**src/rtl/xbus_pkg.sv**
```systemverilog
package xbus_pkg;
  typedef enum logic [1:0] {
    DEV_MEM   = 2'd0,
    DEV_VIDEO = 2'd1,
    DEV_SOUND = 2'd2,
    DEV_NONE  = 2'd3
  } dev_e;

  typedef enum logic [1:0] {
    CLS_WIN,
    CLS_PORT,
    CLS_BAD,
    CLS_OPEN
  } cls_e;

  typedef enum logic [1:0] {
    ST_IDLE,
    ST_ARB,
    ST_BUS,
    ST_ACK
  } st_e;
endpackage

```
**src/rtl/xbus_decode.sv**
```systemverilog
module xbus_decode
  import xbus_pkg::*;
#(
  parameter int                   SEC_AW    = 16,
  parameter int                   WIN_W     = 15,
  parameter int                   BANK_W    = 9,
  parameter int                   MAIN_AW   = 24,
  parameter int                   RAM_W     = 16,
  parameter int                   PORT_W    = 5,
  parameter int                   VID_SPAN  = 16,
  parameter logic [SEC_AW-9:0]    PORT_PAGE = 'h7F,
  parameter logic [MAIN_AW-1:0]   FOLD_BASE = 24'hE00000,
  parameter logic [MAIN_AW-1:0]   RAM_BASE  = 24'hFF0000,
  parameter logic [MAIN_AW-1:0]   VID_BASE  = 24'hC00000
) (
  input  logic [SEC_AW-1:0]  addr_i,
  input  logic [BANK_W-1:0]  bank_i,
  output cls_e               cls_o,
  output dev_e               dev_o,
  output logic [MAIN_AW-1:0] maddr_o
);
  logic [MAIN_AW-1:0] full;
  logic [7:0]         off;
  logic               in_win;
  logic               in_page;
  logic               port_ok;

  assign full    = {bank_i, addr_i[WIN_W-1:0]};
  assign off     = addr_i[7:0];
  assign in_win  = addr_i[SEC_AW-1];
  assign in_page = (addr_i[SEC_AW-1:8] == PORT_PAGE);
  assign port_ok = ((off >> PORT_W) == 8'd0);

  always_comb begin
    cls_o   = CLS_OPEN;
    dev_o   = DEV_NONE;
    maddr_o = '0;
    if (in_win) begin
      cls_o = CLS_WIN;
      dev_o = DEV_MEM;
      if (full >= FOLD_BASE)
        maddr_o = RAM_BASE | {{(MAIN_AW-RAM_W){1'b0}}, full[RAM_W-1:0]};
      else
        maddr_o = full;
    end else if (in_page) begin
      if (port_ok) begin
        cls_o   = CLS_PORT;
        dev_o   = (int'(off) < VID_SPAN) ? DEV_VIDEO : DEV_SOUND;
        maddr_o = VID_BASE | {{(MAIN_AW-PORT_W){1'b0}}, off[PORT_W-1:0]};
      end else begin
        cls_o = CLS_BAD;
      end
    end
  end
endmodule

```
**src/rtl/xbus_count.sv**
```systemverilog
module xbus_count #(
  parameter int W = 4
) (
  input  logic         clk_i,
  input  logic         rst_ni,
  input  logic         load_i,
  input  logic [W-1:0] load_val_i,
  input  logic         tick_i,
  output logic [W-1:0] cnt_o,
  output logic         zero_o
);
  logic [W-1:0] cnt_q;

  always_ff @(posedge clk_i or negedge rst_ni) begin
    if (!rst_ni)                       cnt_q <= '0;
    else if (load_i)                   cnt_q <= load_val_i;
    else if (tick_i && cnt_q != '0)    cnt_q <= cnt_q - 1'b1;
  end

  assign cnt_o  = cnt_q;
  assign zero_o = (cnt_q == '0);
endmodule

```
**src/rtl/xbus_bridge.sv**
```systemverilog
module xbus_bridge
  import xbus_pkg::*;
#(
  parameter int SEC_AW     = 16,
  parameter int WIN_W      = 15,
  parameter int BANK_W     = 9,
  parameter int DW         = 8,
  parameter int RAM_W      = 16,
  parameter int PORT_W     = 5,
  parameter int VID_SPAN   = 16,
  parameter int ARB_WAIT   = 3,
  parameter int MAIN_STALL = 8
) (
  input  logic                     clk_i,
  input  logic                     rst_ni,
  input  logic                     sec_ce_i,
  input  logic                     main_ce_i,
  input  logic                     req_i,
  input  logic                     we_i,
  input  logic [SEC_AW-1:0]        addr_i,
  input  logic [DW-1:0]            wdata_i,
  output logic                     ack_o,
  output logic [DW-1:0]            rdata_o,
  input  logic                     bank_we_i,
  input  logic [BANK_W-1:0]        bank_i,
  output logic                     m_req_o,
  output logic                     m_we_o,
  output logic [BANK_W+WIN_W-1:0]  m_addr_o,
  output logic [1:0]               m_be_o,
  output logic [2*DW-1:0]          m_wdata_o,
  input  logic [2*DW-1:0]          m_rdata_i,
  input  logic                     m_ack_i,
  output logic [1:0]               m_dev_o,
  output logic                     stall_o,
  output logic                     lock_o
);
  localparam int MAIN_AW  = BANK_W + WIN_W;
  localparam int ARB_CW   = $clog2(ARB_WAIT + 1);
  localparam int STALL_CW = $clog2(MAIN_STALL + 1);

  st_e                st_q;
  logic [BANK_W-1:0]  bank_q;
  logic [MAIN_AW-1:0] maddr_q;
  dev_e               dev_q;
  logic               we_q;
  logic [DW-1:0]      wdata_q;
  logic [DW-1:0]      rdata_q;
  logic               lock_q;

  cls_e               dec_cls;
  dev_e               dec_dev;
  logic [MAIN_AW-1:0] dec_addr;

  logic               bus_cls;
  logic               can_start;
  logic               accept_bus;
  logic               accept_nb;
  logic [ARB_CW-1:0]  arb_cnt;
  logic               arb_zero;
  logic [STALL_CW-1:0] stall_cnt;
  logic               stall_zero;
  logic [DW-1:0]      lane_rd;

  xbus_decode #(
    .SEC_AW  (SEC_AW),
    .WIN_W   (WIN_W),
    .BANK_W  (BANK_W),
    .MAIN_AW (MAIN_AW),
    .RAM_W   (RAM_W),
    .PORT_W  (PORT_W),
    .VID_SPAN(VID_SPAN)
  ) u_decode (
    .addr_i (addr_i),
    .bank_i (bank_q),
    .cls_o  (dec_cls),
    .dev_o  (dec_dev),
    .maddr_o(dec_addr)
  );

  assign bus_cls    = (dec_cls == CLS_WIN) || (dec_cls == CLS_PORT);
  assign can_start  = (st_q == ST_IDLE) && req_i && stall_zero;
  assign accept_bus = can_start && bus_cls;
  assign accept_nb  = can_start && !bus_cls;

  // arbitration wait, counted in secondary periods
  xbus_count #(.W(ARB_CW)) u_arb_cnt (
    .clk_i     (clk_i),
    .rst_ni    (rst_ni),
    .load_i    (accept_bus),
    .load_val_i(ARB_CW'(ARB_WAIT)),
    .tick_i    (sec_ce_i && st_q == ST_ARB),
    .cnt_o     (arb_cnt),
    .zero_o    (arb_zero)
  );

  // stall charged to the main processor, counted in main periods
  xbus_count #(.W(STALL_CW)) u_stall_cnt (
    .clk_i     (clk_i),
    .rst_ni    (rst_ni),
    .load_i    (accept_bus),
    .load_val_i(STALL_CW'(MAIN_STALL)),
    .tick_i    (main_ce_i),
    .cnt_o     (stall_cnt),
    .zero_o    (stall_zero)
  );

  // big-endian lanes: even byte on the upper half
  generate
    if (DW == 8) begin : g_lane8
      assign lane_rd = maddr_q[0] ? m_rdata_i[DW-1:0] : m_rdata_i[2*DW-1:DW];
    end else begin : g_lane_wide
      assign lane_rd = m_rdata_i[DW-1:0];
    end
  endgenerate

  always_ff @(posedge clk_i or negedge rst_ni) begin
    if (!rst_ni) begin
      st_q    <= ST_IDLE;
      bank_q  <= '0;
      maddr_q <= '0;
      dev_q   <= DEV_NONE;
      we_q    <= 1'b0;
      wdata_q <= '0;
      rdata_q <= '0;
      lock_q  <= 1'b0;
    end else begin
      if (bank_we_i) bank_q <= bank_i;
      unique case (st_q)
        ST_IDLE: begin
          if (accept_bus) begin
            st_q    <= ST_ARB;
            maddr_q <= dec_addr;
            dev_q   <= dec_dev;
            we_q    <= we_i;
            wdata_q <= wdata_i;
          end else if (accept_nb) begin
            st_q    <= ST_ACK;
            rdata_q <= '1;
            if (dec_cls == CLS_BAD) lock_q <= 1'b1;
          end
        end
        ST_ARB: begin
          if (sec_ce_i && !arb_zero && arb_cnt == ARB_CW'(1)) st_q <= ST_BUS;
        end
        ST_BUS: begin
          if (m_ack_i) begin
            rdata_q <= lane_rd;
            st_q    <= ST_ACK;
          end
        end
        ST_ACK: st_q <= ST_IDLE;
        default: st_q <= ST_IDLE;
      endcase
    end
  end

  assign ack_o     = (st_q == ST_ACK);
  assign rdata_o   = rdata_q;
  assign m_req_o   = (st_q == ST_BUS);
  assign m_we_o    = we_q;
  assign m_addr_o  = maddr_q;
  assign m_be_o    = maddr_q[0] ? 2'b01 : 2'b10;
  assign m_wdata_o = {wdata_q, wdata_q};
  assign m_dev_o   = dev_q;
  assign stall_o   = !stall_zero;
  assign lock_o    = lock_q;
endmodule

```
**config.mk**
```make
export PLATFORM = sky130hd
export DESIGN_NAME = xbus_bridge
export DESIGN_NICKNAME = d
export VERILOG_FILES = /design/src/rtl/xbus_pkg.sv /design/src/rtl/xbus_decode.sv /design/src/rtl/xbus_count.sv /design/src/rtl/xbus_bridge.sv
export SDC_FILE = /design/constraint.sdc
export NUM_CORES = 1
export LEC_CHECK = 0
export BUFFER_PORTS_ARGS = -buffer_cell sky130_fd_sc_hd__buf_2
export CAP_MARGIN = 0
export CORE_ASPECT_RATIO = 0.9
export CORE_MARGIN = 4
export CORE_UTILIZATION = 45
export CTS_BUF_LIST = sky130_fd_sc_hd__clkbuf_4
export DETAILED_ROUTE_END_ITERATION = 8
export PLACE_DENSITY = 0.79
export SLEW_MARGIN = 30
export SYNTH_ARGS = -nofsm -noshare
export SYNTH_HDL_FRONTEND = slang
export SYNTH_HIERARCHICAL = 1
export SYNTH_SLANG_ARGS = --single-unit
```
**constraint.sdc**
```tcl
create_clock -name clk_i -period 4.4 [get_ports clk_i]
set_input_delay 0.66 -clock clk_i [delete_from_list [all_inputs] [get_ports clk_i]]
set_output_delay 0.66 -clock clk_i [all_outputs]
set_load 0.01 [all_outputs]
```
# Yosys cells after proc, flatten, opt, wreduce, memory -nomap -nowiden
# Index checks and enable logic that the tools add are counted.
dict set report totals {
  reg_bits 61
  in_bits 57
  output_inout_bits 57
  word_cells 80
}
dict set report op_classes {
  addsub 2
  n_lt_le_gt_ge 2
  n_eq_ne 12
  n_mux 26
  bitwise_logic 1
  reduce_logical 27
}
# operator count
set ops {}
lappend ops {{2-to-1 mux 24 bit} 4}
lappend ops {{2-to-1 mux 8 bit} 4}
lappend ops {{2-to-1 mux 2 bit} 14}
lappend ops {{greater-or-equal comparator 24 bit (second input constant)} 1}
lappend ops {{case mux 8 bit (2 select lines)} 1}
lappend ops {{logical AND 1 bit} 9}
lappend ops {{equality test 8 x 7 -> 1 bit (second input constant)} 1}
lappend ops {{logical NOT 8 bit} 1}
lappend ops {{less-than comparator 8 x 5 -> 1 bit (second input constant)} 1}
lappend ops {{2-to-1 mux 4 bit} 2}
lappend ops {{case mux 2 bit (4 select lines)} 1}
lappend ops {{AND reduction 4 bit} 2}
lappend ops {{nonzero test 2 bit} 4}
lappend ops {{equality test 2 x 1 -> 1 bit (second input constant)} 3}
lappend ops {{equality test 2 bit (second input constant)} 3}
lappend ops {{logical NOT 2 bit} 3}
lappend ops {{logical NOT 4 bit} 1}
lappend ops {{inequality test 2 x 1 -> 1 bit (second input constant)} 2}
lappend ops {{inequality test 2 bit (second input constant)} 2}
lappend ops {{nonzero test 4 bit} 1}
lappend ops {{subtractor 4 x 1 -> 4 bit (second input constant)} 1}
lappend ops {{logical NOT 1 bit} 3}
lappend ops {{inequality test 3 bit (second input constant)} 1}
lappend ops {{AND reduction 3 bit} 1}
lappend ops {{other kinds (4)} 4}

# Longest topological paths before layout
dict set report logic_depth {
  ltp_word 11
  depth_mapped 11
  depth_no_buf 8
}

# Modules after synthesis
# The synthesis kept the hierarchy.
# mod instances cells_each area_per_inst_um2 seq_area_each_um2
set modules_own_cells {}
lappend modules_own_cells {xbus_bridge 1 165 2537.4 1378.8}
lappend modules_own_cells {xbus_decode 1 51 324.1 0.0}
lappend modules_own_cells {{xbus_count at u_stall_cnt} 1 27 270.3 100.1}
lappend modules_own_cells {{xbus_count at u_arb_cnt} 1 13 131.4 50.0}

# Least setup slack after synthesis
# No wires, ideal clock.
dict set report synth_timing {
  path_kind {input -> register}
  from {input port addr_i[11]}
  to {register u_stall_cnt.cnt_q[1] (netlist: u_stall_cnt/cnt_o[1])}
  setup_time_ps 80
  arrival_time_ps 2516
  t_required_ps 4320
  path_slack_ps 1804
  path_stages 10
  path_buffers 4
  path_cell_list {and4b_1 -> clkbuf_1 -> a31oi_1 -> or2_1 -> buf_6 -> buf_12 -> inv_1 -> buf_6 -> or4_1 -> o211ai_2}
}
dict set report synth_between {
  elab_chain_cells 7
  word_cells_on_any_way 9
  classes_between {2 x eq/ne; 3 x mux; 4 x reduce/logical}
}
# item line_no
set synth_rtl {}
lappend synth_rtl {{start, declared} xbus_bridge.sv:20} ;# input logic [SEC_AW-1:0] addr_i,
lappend synth_rtl {{equality test 8 x 7 -> 1 bit (*)} xbus_decode.sv:31} ;# assign in_page = (addr_i[SEC_AW-1:8] == PORT_PAGE);
lappend synth_rtl {{2-to-1 mux 2 bit (*)} xbus_decode.sv:45} ;# end else if (in_page) begin
lappend synth_rtl {{2-to-1 mux 2 bit (*)} xbus_decode.sv:38} ;# if (in_win) begin
lappend synth_rtl {{named net dec_cls[1]} xbus_bridge.sv:50} ;# cls_e dec_cls;
lappend synth_rtl {{equality test 2 x 1 -> 1 bit or logical NOT 2 bit (tied branches)} xbus_bridge.sv:80} ;# assign bus_cls = (dec_cls == CLS_WIN) || (dec_cls == CLS_PORT);
lappend synth_rtl {{logical OR 1 bit (*)} xbus_bridge.sv:80}
lappend synth_rtl {{logical AND 1 bit (*)} xbus_bridge.sv:82} ;# assign accept_bus = can_start && bus_cls;
lappend synth_rtl {{named net accept_bus} xbus_bridge.sv:56} ;# logic accept_bus;
lappend synth_rtl {{2-to-1 mux 4 bit or nonzero test 2 bit (tied branches)} -}
lappend synth_rtl {{end signal, assigned} xbus_count.sv:16} ;# else if (load_i) cnt_q <= load_val_i;
lappend synth_rtl {{end signal, assigned} xbus_count.sv:17} ;# else if (tick_i && cnt_q != '0) cnt_q <= cnt_q - 1'b1;
lappend synth_rtl {{end, declared} xbus_count.sv:12} ;# logic [W-1:0] cnt_q;
# Mark *: on every way through the listed nets, which the timed path passes. The rest lies on a longest branch.
# A chain may end at the register's enable or synchronous reset.

# Final worst setup path
dict set report layout_timing {
  from {input port addr_i[15]}
  to {register u_stall_cnt.cnt_q[1] (netlist: u_stall_cnt/cnt_o[1])}
}
dict set report layout_between {
  elab_chain_cells 7
  word_cells_on_any_way 9
  classes_between {2 x eq/ne; 3 x mux; 4 x reduce/logical}
}
# item line_no
set layout_rtl {}
lappend layout_rtl {{equality test 8 x 7 -> 1 bit} xbus_decode.sv:31}
lappend layout_rtl {{2-to-1 mux 2 bit} xbus_decode.sv:45}
lappend layout_rtl {{2-to-1 mux 2 bit (*)} xbus_decode.sv:38}
lappend layout_rtl {{named net dec_cls[1]} xbus_bridge.sv:50}
lappend layout_rtl {{equality test 2 x 1 -> 1 bit or logical NOT 2 bit (tied branches)} xbus_bridge.sv:80}
lappend layout_rtl {{logical OR 1 bit (*)} xbus_bridge.sv:80}
lappend layout_rtl {{logical AND 1 bit (*)} xbus_bridge.sv:82}
lappend layout_rtl {{named net accept_bus} xbus_bridge.sv:56}
lappend layout_rtl {{2-to-1 mux 4 bit or nonzero test 2 bit (tied branches)} -}
# Marks and branches as above.

==> results by group <==
Logic synthesis
  – Synthesized area per cell: 12.7 um2
  – Post-synthesis cell count: roughly 260
  – Post-synthesis mux area share: 24.7%
  – Yosys reg bits: 61
  – Largest family of logic cells by synthesized area: multiplexers
  – Synth Warn #: 6
  – Fraction of registers with async set/reset: between 90% and 100%
  – Synth Area in XOR/XNOR: 0%
  – Cell area after synthesis: 0.00326 mm2
  – Sequential fraction of the synthesis area: a little under half
  – Yosys cell types: 51
  – Post-synth EDFFs: 0
  – Synth Area in Compound Gates: under 10%
  – Synth Area in Adders: between 2 and 2.5%
  – Synth Flop Type: dfrtp_1
  – Synth Area in Simple Gates: a little over a tenth

Place
  – GP Congestion: around 0.83
  – DPL Wire Length: between 5000 and 6000 um
  – I/O Buffers: 113
  – Placed insts: 445

Flow run
  – Max cap viols: 0

STA
  – Slew of the pin with the lowest slew margin: between 0.6 and 0.7 ns
  – RSZ-0062 raised after global routing: no
  – Max Slew Vio Count: 0
  – Final TNS setup: 0 ns
  – Worst hold margin: approximately 0.27 ns
  – Final Skew: 0.0132 ns
  – Hold Vio Cnt, Final: 0
  – Rel. slew slack: 54.8%
  – FMAX: 0.363 GHz
  – Final Setup Violations: 0
  – Final min period: approximately 2.8 ns
  – Final period utilization: a little over three fifths

Setup path
  – Crit Path Category: input port to flop
  – Capturing point of the worst reg2reg path: u_stall_cnt/cnt_o[3]
  – Crit-path max FO: 30
  – Cell Chain, Critical Path: buf_2 -> and4b_1 -> a31oi_1 -> or2_2 -> inv_1 -> or4_1 -> o211ai_2
  – Internal reg-to-reg setup slack: about 1.8 ns
  – Worst path max stage delay: 0.60 ns
  – CP endpoint kind: flop
  – R2R depth: 8
  – Arrival time at the worst endpoint: 3.09 ns
  – R2R Path Start: u_stall_cnt/cnt_o[0]
  – Required time worst endpoint: 4.74 ns
  – Slowest CP cell: or4_1
  – CP Launch Type: input port

Clock tree
  – Post-CTS setup buffer count: 0
  – Hold_buf cts: 0
  – CTS Buf Count: 9
  – CTS max path bufs: 2
  – # H-tree levels: 3
  – Worst-Skew Late Latency: 0.41 ns
  – Clock slew at reported path FFs: approximately 0.11 ns
  – Clock sinks: 61
  – Post_cts resized: 0
  – CTS tree: done
  – CTS root buf: clkbuf_4

Global route
  – Overflow after GRT: 0
  – Pin count of the biggest net entering global routing: 32
  – GRT Util Overall: between 10% and 20%
  – Initial antenna violation count: 0
  – First-pass GRT wire length: approximately 11000 um
  – Vias in the first global route: about 2400

Route
  – Post-route ant nets: 0
  – Drt via density: about 5.0
  – Via count: 2304
  – Initial DRC Count: between 50 and 60
  – Routed len/inst: approximately 15 um
  – Drt drc: 0
  – DR pass1 iterations: 4
  – Routed WL: between 6000 and 7000 um

Cells and area
  – Share of cells above drive strength 1: a little over half
  – Fin cells: between 400 and 500
  – # nets final: 426
  – # diodes: 0
  – Area Overhead vs Synth: 20.8%
  – Most frequent cells in the layout: 113 x buf_2, 59 x dfrtp_1, 29 x mux2_4
  – Most common cell after layout, fill and taps aside: buf_2

Floorplanning
  – Die area: between 0.008 and 0.009 mm2
  – Row count: 29
  – Core ar.: roughly 0.0070 mm2
  – Starting Density: 46.4%
  – I/O Pins: between 100 and 150
  – Die W: 97.8 um
  – Chip height: just under 90 um

Run status
  – Outcome: completed

Pwr
  – P_leak: slightly above 0.002 uW
  – VDD IR max: between 0.2 and 0.25 mV
  – Pwr dens: about 570 mW/mm2

Worst hold path
  – Worst hold-check path type: input port to asynchronous set/reset pin
[cells in the mapped netlist, drive strengths merged, types with 2 or more instances]
master / count / area (um2)
a31oi: 2 / 12.5
a32o: 2 / 20.0
a41oi: 2 / 17.5
and2: 13 / 82.6
and4b: 2 / 20.0
buf: 17 / 168
clkbuf: 6 / 23.8
conb: 2 / 7.51
dfrtp: 59 / 1480
dfstp: 2 / 52.6
ha: 6 / 75.1
inv: 15 / 56.3
mux2: 52 / 694
mux2i: 11 / 110
nand2: 19 / 71.3
nand2b: 2 / 12.5
nand3: 2 / 15.0
nor2b: 2 / 12.5
nor3: 3 / 15.0
nor3b: 2 / 20.0
o211ai: 2 / 25.0
o21a: 6 / 45.0
o21ai: 2 / 10.0
o41ai: 5 / 43.8
or4b: 2 / 20.0
[state kept, by name, summed over array words and instances, names as in the netlist, 2 cells and up]
signal / cells
m_dev_o: 2
wdata_q: 8
u_arb_cnt/cnt_o: 2
rdata_o: 8
st_q: 2
bank_q: 9
u_stall_cnt/cnt_o: 4
m_addr_o: 24
[worst max-delay path, delay by kind of cell]
kind	cells	cell delay [ns]
and+or+nand+nor	3	1.33
buffers and inverters	2	0.65
AOI/OAI and AO/OA	2	0.45
[layer usage]
metal  GRT usage (%)  wire length [um]  up-vias
met5               0                 0        -
met4            4.91                61        0
met3            6.54               473        8
met2            28.0              3300       70
met1            19.7              3120     1110
li1                -                 -     1116
[final cells by class]
class                   count  area [um2]
fillers                   649        3100
flip-flops and latches     61        1530
multi-input cells         161        1500
repair buffers            115         581
well taps                  93         116
clock inverters             7        90.1
clock buffers               9        67.6
inverters                  15        56.3
[kinds of logic after synthesis]
| family | Yosys count |
|---|---|
| compound gates | 28 |
| simple gates | 58 |
| flops | 61 |
| fa+ha+maj | 6 |
| mux | 63 |
| other cells | 2 |
| buf+inv | 38 |
[metrics by stage]
stage	instance area, um2	power [uW]	setup WS [ns]	util, %
after floorplan	3280	1550	1.80	-
after global placement	3780	1800	1.32	53.8
after detailed placement	3780	1830	1.21	53.8
after CTS	3940	2280	1.66	56.0
after global routing	3940	2400	1.43	56.0
final	3940	2240	1.65	56.0
[worst max-delay path by stage]
stage / cells after the start / slack [ns] / endpoint / start
floorplan: 10 / 1.80 / u_stall_cnt/cnt_o[1] / addr_i[11]
global placement: 7 / 1.32 / u_stall_cnt/cnt_o[1] / addr_i[15]
detailed placement: 7 / 1.21 / u_stall_cnt/cnt_o[1] / addr_i[15]
CTS: 7 / 1.66 / u_stall_cnt/cnt_o[1] / addr_i[15]
global route: 7 / 1.43 / u_stall_cnt/cnt_o[1] / addr_i[15]
finish: 7 / 1.65 / u_stall_cnt/cnt_o[1] / addr_i[15]
[where the power goes]
part,switching [uW],total [uW],internal (uW)
Sequential,137,892,754
Combinational,422,914,492
Clock,211,438,227
Power figures use the tool's default switching activity.
